**src/rtl/blkxfer_pkg.sv**
```systemverilog
package blkxfer_pkg;

    typedef enum logic [1:0] {
        ST_IDLE   = 2'd0,
        ST_XFER   = 2'd1,
        ST_FINISH = 2'd2
    } seq_state_t;

endpackage

```
**src/rtl/blkxfer_scan.sv**
```systemverilog
module blkxfer_scan #(
    parameter int NREGS = 16,
    localparam int IDX_W = $clog2(NREGS)
) (
    input  logic [NREGS-1:0] pending,
    output logic [IDX_W-1:0] low_idx,
    output logic [NREGS-1:0] low_bit,
    output logic             any_set
);

    // Lowest pending bit wins: scan from the top so the last hit is the lowest.
    always_comb begin
        low_idx = '0;
        for (int i = NREGS - 1; i >= 0; i--) begin
            if (pending[i]) begin
                low_idx = IDX_W'(i);
            end
        end
    end

    assign low_bit = pending & (~pending + 1'b1);
    assign any_set = |pending;

endmodule

```
**src/rtl/blkxfer_pcfix.sv**
```systemverilog
module blkxfer_pcfix #(
    parameter int DATA_W = 32
) (
    input  logic [DATA_W-1:0] word,
    output logic [DATA_W-1:0] target,
    output logic              odd
);

    assign target = {word[DATA_W-1:1], 1'b0};
    assign odd    = word[0];

endmodule

```
**src/rtl/blkxfer_seq.sv**
```systemverilog
module blkxfer_seq #(
    parameter int DATA_W = 32,
    parameter int NREGS  = 16,
    localparam int IDX_W = $clog2(NREGS)
) (
    input  logic              clk,
    input  logic              rst,
    input  logic              start,
    input  logic              is_load,
    input  logic              cond_ok,
    input  logic [IDX_W-1:0]  base_idx,
    input  logic [DATA_W-1:0] start_addr,
    input  logic [DATA_W-1:0] end_addr,
    input  logic [NREGS-1:0]  reg_mask,
    input  logic [DATA_W-1:0] fetch_pc,
    output logic              mem_req,
    output logic              mem_we,
    output logic [DATA_W-1:0] mem_addr,
    output logic [DATA_W-1:0] mem_wdata,
    input  logic              mem_ack,
    input  logic [DATA_W-1:0] mem_rdata,
    output logic [IDX_W-1:0]  rf_raddr,
    input  logic [DATA_W-1:0] rf_rdata,
    output logic              rf_we,
    output logic [IDX_W-1:0]  rf_waddr,
    output logic [DATA_W-1:0] rf_wdata,
    output logic              pc_we,
    output logic [DATA_W-1:0] pc_wdata,
    output logic              done,
    output logic              mode_fault,
    output logic              alt_mode,
    output logic              end_mismatch
);
    import blkxfer_pkg::*;

    localparam logic [IDX_W-1:0]  PC_IDX = IDX_W'(NREGS - 1);
    localparam logic [DATA_W-1:0] STEP   = DATA_W'(DATA_W / 8);

    seq_state_t        state_q;
    logic [NREGS-1:0]  mask_q;
    logic [DATA_W-1:0] addr_q;
    logic [DATA_W-1:0] end_q;
    logic [DATA_W-1:0] fetch_q;
    logic [DATA_W-1:0] base_q;
    logic [IDX_W-1:0]  base_idx_q;
    logic              load_q;
    logic              run_q;
    logic              pc_loaded_q;
    logic              pc_odd_q;
    logic              mode_q;
    logic              err_q;

    logic [IDX_W-1:0]  cur_idx;
    logic [NREGS-1:0]  cur_bit;
    logic              mask_any;
    logic [DATA_W-1:0] pc_target;
    logic              pc_odd;
    logic              last_xfer;

    blkxfer_scan #(.NREGS(NREGS)) u_scan (
        .pending (mask_q),
        .low_idx (cur_idx),
        .low_bit (cur_bit),
        .any_set (mask_any)
    );

    blkxfer_pcfix #(.DATA_W(DATA_W)) u_pcfix (
        .word   (mem_rdata),
        .target (pc_target),
        .odd    (pc_odd)
    );

    assign last_xfer = ((mask_q & ~cur_bit) == '0);

    // State register
    always_ff @(posedge clk) begin
        if (rst) begin
            state_q <= ST_IDLE;
        end else begin
            unique case (state_q)
                ST_IDLE: begin
                    if (start) begin
                        state_q <= (cond_ok && (|reg_mask)) ? ST_XFER : ST_FINISH;
                    end
                end
                ST_XFER: begin
                    if (mem_ack && last_xfer) begin
                        state_q <= ST_FINISH;
                    end
                end
                ST_FINISH: state_q <= ST_IDLE;
                default:   state_q <= ST_IDLE;
            endcase
        end
    end

    // Operation context and flags
    always_ff @(posedge clk) begin
        if (rst) begin
            mask_q      <= '0;
            addr_q      <= '0;
            end_q       <= '0;
            fetch_q     <= '0;
            base_q      <= '0;
            base_idx_q  <= '0;
            load_q      <= 1'b0;
            run_q       <= 1'b0;
            pc_loaded_q <= 1'b0;
            pc_odd_q    <= 1'b0;
            mode_q      <= 1'b0;
            err_q       <= 1'b0;
        end else begin
            if (state_q == ST_IDLE && start) begin
                mask_q      <= cond_ok ? reg_mask : '0;
                addr_q      <= start_addr;
                end_q       <= end_addr;
                fetch_q     <= fetch_pc;
                base_q      <= rf_rdata;
                base_idx_q  <= base_idx;
                load_q      <= is_load;
                run_q       <= cond_ok;
                pc_loaded_q <= 1'b0;
                pc_odd_q    <= 1'b0;
            end else if (state_q == ST_XFER && mem_ack && mask_any) begin
                mask_q <= mask_q & ~cur_bit;
                addr_q <= addr_q + STEP;
                if (load_q && cur_idx == PC_IDX) begin
                    pc_loaded_q <= 1'b1;
                    if (pc_odd) begin
                        pc_odd_q <= 1'b1;
                        mode_q   <= 1'b1;
                    end
                end
                if (last_xfer && addr_q != end_q) begin
                    err_q <= 1'b1;
                end
            end
        end
    end

    // Outputs
    always_comb begin
        mem_req    = 1'b0;
        mem_we     = 1'b0;
        mem_addr   = '0;
        mem_wdata  = '0;
        rf_raddr   = base_idx;
        rf_we      = 1'b0;
        rf_waddr   = '0;
        rf_wdata   = '0;
        pc_we      = 1'b0;
        pc_wdata   = '0;
        done       = 1'b0;
        mode_fault = 1'b0;
        unique case (state_q)
            ST_IDLE: ;
            ST_XFER: begin
                rf_raddr  = cur_idx;
                mem_req   = 1'b1;
                mem_we    = !load_q;
                mem_addr  = addr_q;
                mem_wdata = (cur_idx == base_idx_q) ? base_q : rf_rdata;
                if (mem_ack && load_q) begin
                    if (cur_idx == PC_IDX) begin
                        pc_we    = 1'b1;
                        pc_wdata = pc_target;
                    end else begin
                        rf_we    = 1'b1;
                        rf_waddr = cur_idx;
                        rf_wdata = mem_rdata;
                    end
                end
            end
            ST_FINISH: begin
                done       = 1'b1;
                mode_fault = pc_odd_q;
                if (run_q && !pc_loaded_q) begin
                    pc_we    = 1'b1;
                    pc_wdata = fetch_q + STEP;
                end
            end
            default: ;
        endcase
    end

    assign alt_mode     = mode_q;
    assign end_mismatch = err_q;

    // failed condition completes without side effects
    a_r1_skip_quiet: assert property (@(posedge clk) disable iff (rst)
        (state_q == ST_IDLE && start && !cond_ok) |=> (done && !mem_req && !pc_we && !rf_we));

    // each acknowledged access retires exactly one mask bit
    a_r2_one_bit_per_ack: assert property (@(posedge clk) disable iff (rst)
        (mem_req && mem_ack) |=> ($countones(mask_q) == $countones($past(mask_q)) - 1));

    // consecutive accesses are one word apart
    a_r3_addr_step: assert property (@(posedge clk) disable iff (rst)
        (mem_req && mem_ack) |=> (!mem_req || mem_addr == $past(mem_addr) + STEP));

    // alternate-mode flag is sticky
    a_r7_mode_sticky: assert property (@(posedge clk) disable iff (rst)
        alt_mode |=> alt_mode);

    // end-address error is sticky
    a_r9_err_sticky: assert property (@(posedge clk) disable iff (rst)
        end_mismatch |=> end_mismatch);

    // request held stable until acknowledged
    a_r10_req_hold: assert property (@(posedge clk) disable iff (rst)
        (mem_req && !mem_ack) |=> (mem_req && $stable(mem_addr) && $stable(mem_we)));

    // done lasts a single cycle
    a_r10_done_pulse: assert property (@(posedge clk) disable iff (rst)
        done |=> !done);

    // empty mask finishes next cycle with the sequential PC
    a_r11_empty_mask: assert property (@(posedge clk) disable iff (rst)
        (state_q == ST_IDLE && start && cond_ok && reg_mask == '0)
        |=> (done && pc_we && pc_wdata == $past(fetch_pc) + STEP));

endmodule

```
**config.mk**
```make
export PLATFORM = sky130hd
export DESIGN_NAME = blkxfer_seq
export DESIGN_NICKNAME = d
export VERILOG_FILES = /design/src/rtl/blkxfer_pkg.sv /design/src/rtl/blkxfer_scan.sv /design/src/rtl/blkxfer_pcfix.sv /design/src/rtl/blkxfer_seq.sv
export SDC_FILE = /design/constraint.sdc
export NUM_CORES = 1
export LEC_CHECK = 0
export ABC_AREA = 1
export BUFFER_PORTS_ARGS = -buffer_cell sky130_fd_sc_hd__buf_2
export CORE_MARGIN = 5
export CORE_UTILIZATION = 43
export CTS_CLUSTER_SIZE = 12
export DETAILED_ROUTE_END_ITERATION = 6
export PLACE_DENSITY = 0.8
export SLEW_MARGIN = 20
export SYNTH_ARGS = -nofsm -noshare
export SYNTH_HDL_FRONTEND = slang
export SYNTH_SLANG_ARGS = --single-unit
```
**constraint.sdc**
```tcl
create_clock -name clk -period 5.97 [get_ports clk]
set_input_delay 1.194 -clock clk [delete_from_list [all_inputs] [get_ports clk]]
set_output_delay 1.194 -clock clk [all_outputs]
set_load 0.005 [all_outputs]
```
==> metrics.md <==
| Metric | Value |
|---|---|
| Status | complete, no violations |
| Power, Total | 3.27 mW |
| Final RePlAce weighted congestion | 0.937 |
| H-tree Lvls | 4 |
| RSZ-0062 raised after global routing | false |
| DRT Pass-1 Iters | 7 |
| Synthesized flop and latch total | 156 |
| Sw power | 1.12 mW |
| Reg-to-reg startpoint | state_q[0]$_SDFFE_PP0P_ |
| Die H | 159 um |
| Final WS setup | 1.45 ns |
| Root buffer cell | clkbuf_16 |
| PortBufs | 329 |
| Fin nets | 1976 |
| Slowest stage cell, crit path | nor2_4 |
| GR Util All Layers | 24.7% |
| DRC | 0 |
| Max cap viols | 0 |
| Die ar. | 25300 um^2 |
| Setup Skew | 0.0106 ns |
| Post-CTS Setup Bufs | 0 |
| CP most frequent cell | nor2_1 |
| Peak Freq | 221 MHz |
| CTS tree | yes |
| Slew HR | 25.2% |
| Horiz. Die Dim | 159 um |
| CP arrival | 3.33 ns |
| Area growth syn-to-layout | 24.0% |
| Worst reg2reg setup slack | 2.89 ns |
| Post-DP HPWL | 23700 um |
| Routed Wire Length | 32500 um |
| First-pass GRT wire length | 52700 um |
| Switching Share | 34.4% |
| Cell Rows | 54 |
| Hold Path Class | flop to flop |
| Reg power frac | 38.5% |
| Routed length per instance | 15.6 um |
| Post-synth cell types | 42 |
| Initial Utilization | 43.7% |
| Worst Path Max Fanout | 33 |
| Startpoint types | flop |
| Syn. warnings | 0 |
| Number of global-route vias before repair | 10600 |
| Slew Limit Fails | 0 |
| Routed via count | 10800 |
| Worst-path clk slew | 0.07 ns |
| Critical R2R Capture | mask_q[10]$_SDFFE_PP0P_ |
| Setup CP Type | flop to primary output |
| Final hold vios | 0 |
| Worst Hold Path EP | base_q[3]$_SDFFE_PP0P_ |
| CP top delay family | simple AND/OR/NAND/NOR gates |
| Initial antenna violation count | 2 |
| Critical path buffers and inverters | 3 |
| Clock latency on the worst-skew pair | 0.42 ns |
| Crit end category | primary output |
| PwrDens | 275 nW/um^2 |
| Fin Setup TNS | 0 ns |
| Clock sinks | 156 |
| Sequential share of the synthesized area | 32.6% |
| Core region area | 21900 um^2 |
| FF/Latch Area | 3120 um^2 |
| Area of the multi-input gates | 5350 um^2 |
| Cells after Synth | 1524 |
| Syn_nets | 1715 |
| Share of layout cells above drive strength 1 | 23.7% |
| # setup viols final | 0 |
| Max IR drop VDD | 0.197 mV |
| CP Cell Sequence | nor2_1, inv_2, nor2_1, o21ai_1, nand2_1, nand2_1, xor2_1, nand3_1, nor2_2, buf_4, nand2_1, nor2_4, nor2_1, nor2_1, buf_2 |
| DRT antenna net count | 0 |
| P_leak | 5.95 nW |
| Internal | 2.14 mW |
| R2R depth | 9 |
| Area of the mapped netlist | 9570 um^2 |
| Pre-CTS setup slack | 1.96 ns |
| Post-cts sizing count | 0 |
| Worst Path Required | 4.78 ns |
| Period Utilization, post-route | 75.8% |
| Gr ovfl total | 0 |
| Clk pwr share | 34.6% |
| Critical path's largest stage delay | 0.65 ns |
| Largest net degree at the start of global routing | 113 |
| Num CTS Buffers | 17 |
| Starting DRC count in detailed routing | 789 |
| Worst hold stages | 2 |
| Hold_buf cts | 0 |
| Routed vias/inst | 5.21 |
| CTS max path bufs | 2 |
| Worst-Margin Slew | 1.12 ns |
| I/O pins | 330 |
| Worst Hold Launch | base_q[3]$_SDFFE_PP0P_ |
| Comb pwr share | 26.9% |
| Crit path time final | 4.52 ns |
| Post-synthesis area per instance | 6.28 um^2 |
| # fillers | 2167 |
metal layers:
metal | GRT usage, % | routed length (um) | up-vias
li1 | - | - | 5385
met1 | 30.9 | 13900 | 4953
met2 | 41.7 | 15300 | 428
met3 | 4.43 | 2120 | 75
met4 | 10.6 | 1170 | 0
met5 | 0 | 0 | -
per-stage QoR:
| stage | utilization [%] | hold WS, ns | instances | cell area [um^2] |
|---|---|---|---|---|
| global route | 54.2 | 0.470 | 2079 | 11900 |
| detailed placement | 51.4 | 0.445 | 2046 | 11300 |
| floorplan | - | 0.430 | 1524 | 9570 |
| global placement | 51.4 | 0.439 | 2046 | 11300 |
| finish | 54.2 | 0.454 | 2079 | 11900 |
| CTS | 54.2 | 0.454 | 2077 | 11900 |
Yosys cell counts:
library cell  instances  area [um^2]
dfxtp_1             156         3120
nand2_2               5         31.3
o31ai_1               2         15.0
a211oi_1             10         75.1
nand3_2               2         20.0
o22ai_1               6         37.5
or2_2                 1         6.26
clkinv_1              3         11.3
nor3_2                5         50.1
nor3_4                3         48.8
nand4_2               1         12.5
or2_1                 1         6.26
nor2_4                5         56.3
nor4_1                5         31.3
inv_1               178          668
o21a_1                2         15.0
nor2_2               15         93.8
buf_2                16         80.1
xnor2_1              10         87.6
nand3b_1              1         7.51
a221oi_1              3         26.3
xor2_1               54          473
ha_1                  5         62.6
clkbuf_1             63          236
o32ai_1               2         17.5
nand3_4               2         35.0
o21ai_0             135          676
buf_4                 3         22.5
nand2_1             251          942
nor2_1              306         1150
clkbuf_2              2         10.0
nor3_1               15         75.1
o21ai_1               3         15.0
buf_1                12         45.0
a21oi_1             116          581
a311oi_1              1         8.76
inv_2                12         45.0
nand2_4               1         11.3
nand4_1              46          288
nand3b_4              1         20.0
nand3_1              33          165
a31oi_1              31          194
registers in the layout, indices dropped and copies added (netlist names):
register,count
base_idx_q,4
pc_loaded_q,1
mask_q,16
end_mismatch,1
base_q,32
fetch_q,32
end_q,32
pc_odd_q,1
run_q,1
addr_q,32
load_q,1
alt_mode,1
state_q,2
cell families (layout without fill, tap and decap cells):
| kind of cell | count (synthesis) | count (layout) | share of synthesized area, % |
|---|---|---|---|
| adders and majority gates | 5 | 5 | 0.653 |
| AOI/OAI and AO/OA | 311 | 311 | 17.3 |
| xor gates and xnor gates | 64 | 64 | 5.85 |
| buffers and inverters | 289 | 562 | 11.7 |
| DFF | 156 | 156 | 32.6 |
| other | 0 | 2 | 0 |
| and+or+nand+nor | 699 | 699 | 31.8 |
worst max-delay path by stage:
stage | from | end | slack (ns) | depth (start not counted)
floorplan | mem_ack | pc_wdata[12] | 2.78 | 9
global placement | mask_q[0]$_SDFFE_PP0P_ | mem_wdata[23] | 2.00 | 15
detailed placement | mask_q[11]$_SDFFE_PP0P_ | mem_wdata[7] | 1.96 | 15
CTS | mask_q[11]$_SDFFE_PP0P_ | mem_wdata[23] | 1.49 | 15
global route | mask_q[14]$_SDFFE_PP0P_ | mem_wdata[4] | 1.15 | 22
finish | mask_q[11]$_SDFFE_PP0P_ | mem_wdata[23] | 1.45 | 15
layout make-up:
cell class | count | area share (%)
diodes | 2 | 0.0421
clock buffers | 21 | 3.96
clock inverters | 10 | 1.18
inverters | 193 | 6.12
multi-input cells | 1079 | 45.0
flip-flops and latches | 156 | 26.3
well taps | 280 | 2.95
repair buffers | 338 | 14.4
worst register-to-register path: cells and delay by family, from the launching register on:
| kind | cells | cell delay [ns] |
|---|---|---|
| buf+inv | 3 | 1.10 |
| simple gates | 2 | 0.73 |
| compound gates | 3 | 0.53 |
| flops | 1 | 0.36 |
| fa+ha+maj | 1 | 0.26 |
power by group through the flow:
stage	combinational [mW]	clock (mW)	sequential (mW)
after detailed placement	0.866	0	1.28
after CTS	0.871	1.15	1.26
final	0.878	1.13	1.26
after floorplan	0.635	0	1.24
after global placement	0.849	0	1.27
after global routing	0.986	1.19	1.27
placed cells by master (no fill, tap or decap), drive strengths merged, types with 3 or more instances in the layout:
cell type,count
a21oi,116
nand2,257
nor3,23
xnor2,10
buf,338
ha,5
nand4,47
a211oi,10
dfxtp,156
xor2,54
clkbuf,21
a221oi,3
nor2,326
inv,188
clkinvlp,3
o22ai,6
nor4,5
o21ai,138
bufinv,3
clkinv,9
a31oi,31
nand3,37
Power figures use the tool's default switching activity.
